==> src/rtl/lui_pkg.sv <==
package lui_pkg;

  typedef struct packed {
    logic is_load;
    logic reg_write;
    logic mem_write;
  } ctl_t;

  // A bubble keeps the slot but drops every effect it could have.
  function automatic ctl_t squash(ctl_t c, logic kill);
    ctl_t r;
    r.is_load   = c.is_load   & ~kill;
    r.reg_write = c.reg_write & ~kill;
    r.mem_write = c.mem_write & ~kill;
    return r;
  endfunction

  // A source is a live consumer unless it is a store's data source and
  // memory-to-memory forwarding is present.
  function automatic logic source_live(logic used, logic is_data_src,
                                       logic is_store, logic exempt);
    return used & ~(exempt & is_data_src & is_store);
  endfunction

endpackage

==> src/rtl/lui_src_match.sv <==
module lui_src_match #(
  parameter int AW = 5
) (
  input  logic [AW-1:0] src,
  input  logic          live,
  input  logic [AW-1:0] dest,
  input  logic          dest_is_load,
  output logic          hit
);
  logic dest_real;
  assign dest_real = (dest != '0);
  assign hit = live & dest_is_load & dest_real & (src == dest);
endmodule

==> src/rtl/lui_idex_ctl.sv <==
module lui_idex_ctl #(
  parameter int AW = 5
) (
  input  logic          clk,
  input  logic          rst_n,
  input  logic          kill,
  input  logic [AW-1:0] id_rd,
  input  lui_pkg::ctl_t id_ctl,
  output logic [AW-1:0] ex_rd,
  output lui_pkg::ctl_t ex_ctl
);
  always_ff @(posedge clk or negedge rst_n) begin
    if (!rst_n) begin
      ex_rd  <= '0;
      ex_ctl <= '0;
    end else begin
      ex_rd  <= id_rd;
      ex_ctl <= lui_pkg::squash(id_ctl, kill);
    end
  end
endmodule

==> src/rtl/lu_interlock.sv <==
module lu_interlock #(
  parameter int AW             = 5,
  parameter bit STORE_DATA_FWD = 1'b0
) (
  input  logic          clk,
  input  logic          rst_n,
  input  logic [AW-1:0] id_rs1,
  input  logic          id_rs1_used,
  input  logic [AW-1:0] id_rs2,
  input  logic          id_rs2_used,
  input  logic [AW-1:0] id_rd,
  input  logic          id_is_load,
  input  logic          id_is_store,
  input  logic          id_reg_write,
  input  logic          id_mem_write,
  output logic          pc_we,
  output logic          ifid_we,
  output logic          bubble,
  output logic [AW-1:0] ex_rd,
  output logic          ex_is_load,
  output logic          ex_reg_write,
  output logic          ex_mem_write
);
  localparam int NSRC = 2;

  logic [AW-1:0] src_spec [NSRC];
  logic [NSRC-1:0] src_used;
  logic [NSRC-1:0] src_live;
  logic [NSRC-1:0] src_hit;
  logic            hit_rs1;
  logic            hit_rs2;
  logic            load_use;

  lui_pkg::ctl_t id_ctl;
  lui_pkg::ctl_t ex_ctl;

  assign src_spec[0] = id_rs1;
  assign src_spec[1] = id_rs2;
  assign src_used    = {id_rs2_used, id_rs1_used};

  for (genvar s = 0; s < NSRC; s++) begin : g_src
    assign src_live[s] = lui_pkg::source_live(src_used[s], (s == 1),
                                              id_is_store, STORE_DATA_FWD);
    lui_src_match #(.AW(AW)) u_match (
      .src          (src_spec[s]),
      .live         (src_live[s]),
      .dest         (ex_rd),
      .dest_is_load (ex_ctl.is_load),
      .hit          (src_hit[s])
    );
  end

  assign hit_rs1  = src_hit[0];
  assign hit_rs2  = src_hit[1];
  assign load_use = |src_hit;

  assign pc_we   = ~load_use;
  assign ifid_we = ~load_use;
  assign bubble  = load_use;

  assign id_ctl.is_load   = id_is_load;
  assign id_ctl.reg_write = id_reg_write;
  assign id_ctl.mem_write = id_mem_write;

  lui_idex_ctl #(.AW(AW)) u_idex (
    .clk    (clk),
    .rst_n  (rst_n),
    .kill   (load_use),
    .id_rd  (id_rd),
    .id_ctl (id_ctl),
    .ex_rd  (ex_rd),
    .ex_ctl (ex_ctl)
  );

  assign ex_is_load   = ex_ctl.is_load;
  assign ex_reg_write = ex_ctl.reg_write;
  assign ex_mem_write = ex_ctl.mem_write;
endmodule

==> config.mk <==
export PLATFORM = sky130hd
export DESIGN_NAME = lu_interlock
export DESIGN_NICKNAME = d
export VERILOG_FILES = /design/src/rtl/lui_pkg.sv /design/src/rtl/lui_src_match.sv /design/src/rtl/lui_idex_ctl.sv /design/src/rtl/lu_interlock.sv
export SDC_FILE = /design/constraint.sdc
export NUM_CORES = 1
export LEC_CHECK = 0
export BUFFER_PORTS_ARGS = -buffer_cell sky130_fd_sc_hd__buf_4
export CAP_MARGIN = 10
export CORE_AREA = 2 2 39 41
export CTS_CLUSTER_DIAMETER = 30
export CTS_CLUSTER_SIZE = 8
export DETAILED_ROUTE_END_ITERATION = 8
export DIE_AREA = 0 0 41 43
export PLACE_DENSITY = 0.6
export SYNTH_ARGS = -nofsm -noshare
export SYNTH_HDL_FRONTEND = slang
export SYNTH_SLANG_ARGS = --single-unit
==> constraint.sdc <==
create_clock -name clk -period 2.7 [get_ports clk]
set_clock_uncertainty 0.1 [all_clocks]
set_input_delay 0.54 -clock clk [delete_from_list [all_inputs] [get_ports clk]]
set_output_delay 0.54 -clock clk [all_outputs]
set_load 0.01 [all_outputs]
==> qor.tcl <==
set qor(timing.critical_path.slowest_cell_delay_ns) 0.53
set qor(cts.htree.levels) 1
set qor(ys_ff_latch) 8
set qor(syn-instance-count) 31
set qor(worst_margin_slew_ns) 0.410
set qor(io_pins) 34
set qor(syn-cell-area_um2) 374
set qor(tritoncts_num_sinks) 8
set qor(ys_dominant_reg_cell) {sky130_fd_sc_hd__dfrtp_1}
set qor(die_height_um) 43
set qor(gp_congestion) 0.629
set qor(die_width_um) 41
set qor(critPathTopFamily) {simple AND/OR/NAND/NOR gates}
set qor(cts_setup_buffers) 0
set qor(dp_hpwl_um) 712
set qor(post_synth_main_area_contributors) {sky130_fd_sc_hd__dfrtp_1, sky130_fd_sc_hd__xnor2_1, sky130_fd_sc_hd__a21boi_1}
set qor(crit_path_top_delay_cell) {sky130_fd_sc_hd__or4_1}
set qor(finish.net_count) 91
set qor(layout_min_cycle_time_ns) 2.35
set qor(antenna_cells_inserted) 0
set qor(die_area_um2) 1760
set qor(syn_avg_cell_area_um2) 12.1
set qor(netlist.top_cell.by_area) {sky130_fd_sc_hd__dfrtp_1}
set qor(detail_route.first_pass.iterations) 1
set qor(layout_cells_sized_above_1_pct) 56.1
set qor(slew_violations) 0
set qor(p_leak_uw) 0.000308
set qor(drtIter0Drc) 0
set qor(wl_per_cell_um) 10.3
set qor(timing.hold.worst.class) {in2reg}
set qor(worst-path-max-fanout) 5
set qor(synth_cell_types) 11
set qor(grt_overflow) 0
set qor(initial_core_util_pct) 27.0
set qor(proportion_of_synthesized_flip_flops_having_asynchronous_set_or_reset_pct) 100
set qor(max_transition_margin_pct) 72.7
set qor(cp_cell_sequence) {or4_1 -> o21a_2 -> and2_1 -> buf_4}
set qor(groute.usage.overall_pct) 9.97
set qor(count_of_buffering_cells_on_the_critical_path_with_inverters_included) 1
set qor(worst_setup_path_category) {reg2out}
set qor(ys.warnings.count) 0
set qor(cap_viol_max_count) 0
set qor(routed-via-count) 353
set qor(post-layout-total-power_uw) 282
set qor(final_non_filler_cell_area_um2) 659
set qor(upper_clock_frequency_limit_mhz) 425
set qor(worstSetupEndpointType) {output port}
set qor(powerDensity_nw_per_um2) 427
set qor(crit_arrival_ns) 1.71
set qor(grt_antenna_before_repair) 0
set qor(grt_setup_unrepaired) {false}
set qor(setup_violations) 0
set qor(worst_hold_slack_ns) 0.301
set qor(clock-root-buffer) {sky130_fd_sc_hd__clkbuf_4}
set qor(placeable_core_area_um2) 1380
set qor(final_hold_viol_count) 0
set qor(synth_seq_area_share_pct) 53.5
set qor(viasPerCell) 4.30
set qor(number_of_global_route_vias_before_repair) 330
set qor(route.detailed.drc) 0
set qor(period_share_pct) 87.1
set qor(postPlaceCellArea_um2) 627
set qor(run_status) {completed}
set qor(post-synth-top-count-cell) {sky130_fd_sc_hd__xnor2_1}
set qor(edff_count_synth) 0
set qor(syn2layout_area_growth_pct) 76.3
set qor(ant_nets) 0
set qor(routed_wirelength_um) 845
set qor(clock_path_buffers) 2
set qor(worstSetupStartpointType) {register}
set qor(grt_start_max_net_pins) 9
set qor(worst_ep_required_ns) 2.06
set qor(clk_pin_slew_worst_setup_hold_paths_ns) 0.05
set qor(postSynthNetCount) 54
set qor(vdd_drop_max_mv) 0.203
set qor(synth.cells.most_frequent) {sky130_fd_sc_hd__xnor2_1, sky130_fd_sc_hd__dfrtp_1, sky130_fd_sc_hd__nand2_1, sky130_fd_sc_hd__a21boi_1, sky130_fd_sc_hd__nand4_1}
set qor(port_buffers) 32
set qor(clkLatencyLatePin_ns) 0.24
set qor(number_of_buffers_created_by_cts) 3
set qor(first_pass_grt_wire_length_mm) 1.16
set qor(setup_total_negative_slack_ns) 0
set qor(synth_top_cell_area_share_pct) 53.5
set qor(tritoncts) {yes}
set qor(placement_rows) 14
[power breakdown]
group / switching, µW / total (µW) / internal (µW) / leakage [µW]
registers: 6.25 / 133 / 127 / 0.0000933
clock network: 35.0 / 85.4 / 50.5 / 0.0000138
logic: 21.1 / 63.5 / 42.4 / 0.000201
[final timing paths]
kind / start / to / slack, ns / cells after the start
max in group asynchronous: rst_n / u_idex.ex_rd[1] / 1.83 / 2
worst max register to register: u_idex.ex_rd[1] / u_idex.ex_ctl[1] / 1.21 / 3
worst max-delay path: u_idex.ex_rd[1] / bubble / 0.35 / 4
worst min register to register: u_idex.ex_ctl[2] / u_idex.ex_ctl[0] / 0.52 / 2
min in group asynchronous: rst_n / u_idex.ex_ctl[1] / 0.54 / 2
worst min-delay path: id_rd[2] / u_idex.ex_rd[2] / 0.30 / 1
[repair_timing]
action                                  in CTS  in global routing
endpoints found under the setup margin       0                  0
endpoints found under the hold margin        8                  0
hold buffers                                 1                  0
resized for setup                            0                  0
[routing by layer]
layer	GRT usage, %	wire length, µm	vias to the layer above
met4	10.0	0	0
met1	10.7	315	153
met3	2.09	138	0
met5	0	0	-
li1	-	-	178
met2	14.7	391	22
[layout by cell type (no fill, tap or decap), drive strengths merged]
| cell type | instances |
|---|---|
| dfrtp | 8 |
| dlygate4sd3 | 1 |
| and2 | 1 |
| a21boi | 3 |
| nand2 | 3 |
| buf | 32 |
| or4 | 1 |
| nand4 | 2 |
| o21a | 1 |
| clkbuf | 3 |
| xnor2 | 10 |
| o22ai | 1 |
[state kept, by name (all words and copies together) (netlist names)]
signal,flops
u_idex.ex_ctl,3
u_idex.ex_rd,5
[worst register-to-register path, stage by stage (launching register included)]
cell and delay, ns:
sky130_fd_sc_hd__dfrtp_1 0.41, sky130_fd_sc_hd__or4_1 0.53, sky130_fd_sc_hd__o21a_2 0.25, sky130_fd_sc_hd__a21boi_1 0.13
[cells by family (layout without fill, tap and decap cells)]
group                     count (synthesis)  after routing  synth area share, %
buffers and inverters                     1             36                 2.01
xor gates and xnor gates                 10             10                 23.4
and+or+nand+nor                           7              7                 10.0
DFF                                       8              8                 53.5
AOI/OAI and AO/OA                         5              5                 11.0
[metrics by stage]
| step | utilization, % | cells | setup slack (ns) |
|---|---|---|---|
| after floorplan | - | 31 | 0.626 |
| after global placement | 45.3 | 78 | 0.436 |
| after detailed placement | 45.3 | 78 | 0.464 |
| after CTS | 47.6 | 82 | 0.325 |
| after global routing | 47.6 | 82 | 0.288 |
| final | 47.6 | 82 | 0.349 |
[final cells by class]
cell class	count	area (µm²)
Clock buffer	3	22.5
Fill cell	134	724
Multi-Input combinational cell	22	166
Sequential cell	8	200
Tap cell	16	20.0
Timing Repair Buffer	33	250
Note: power is estimated with default switching activity, not from simulation.
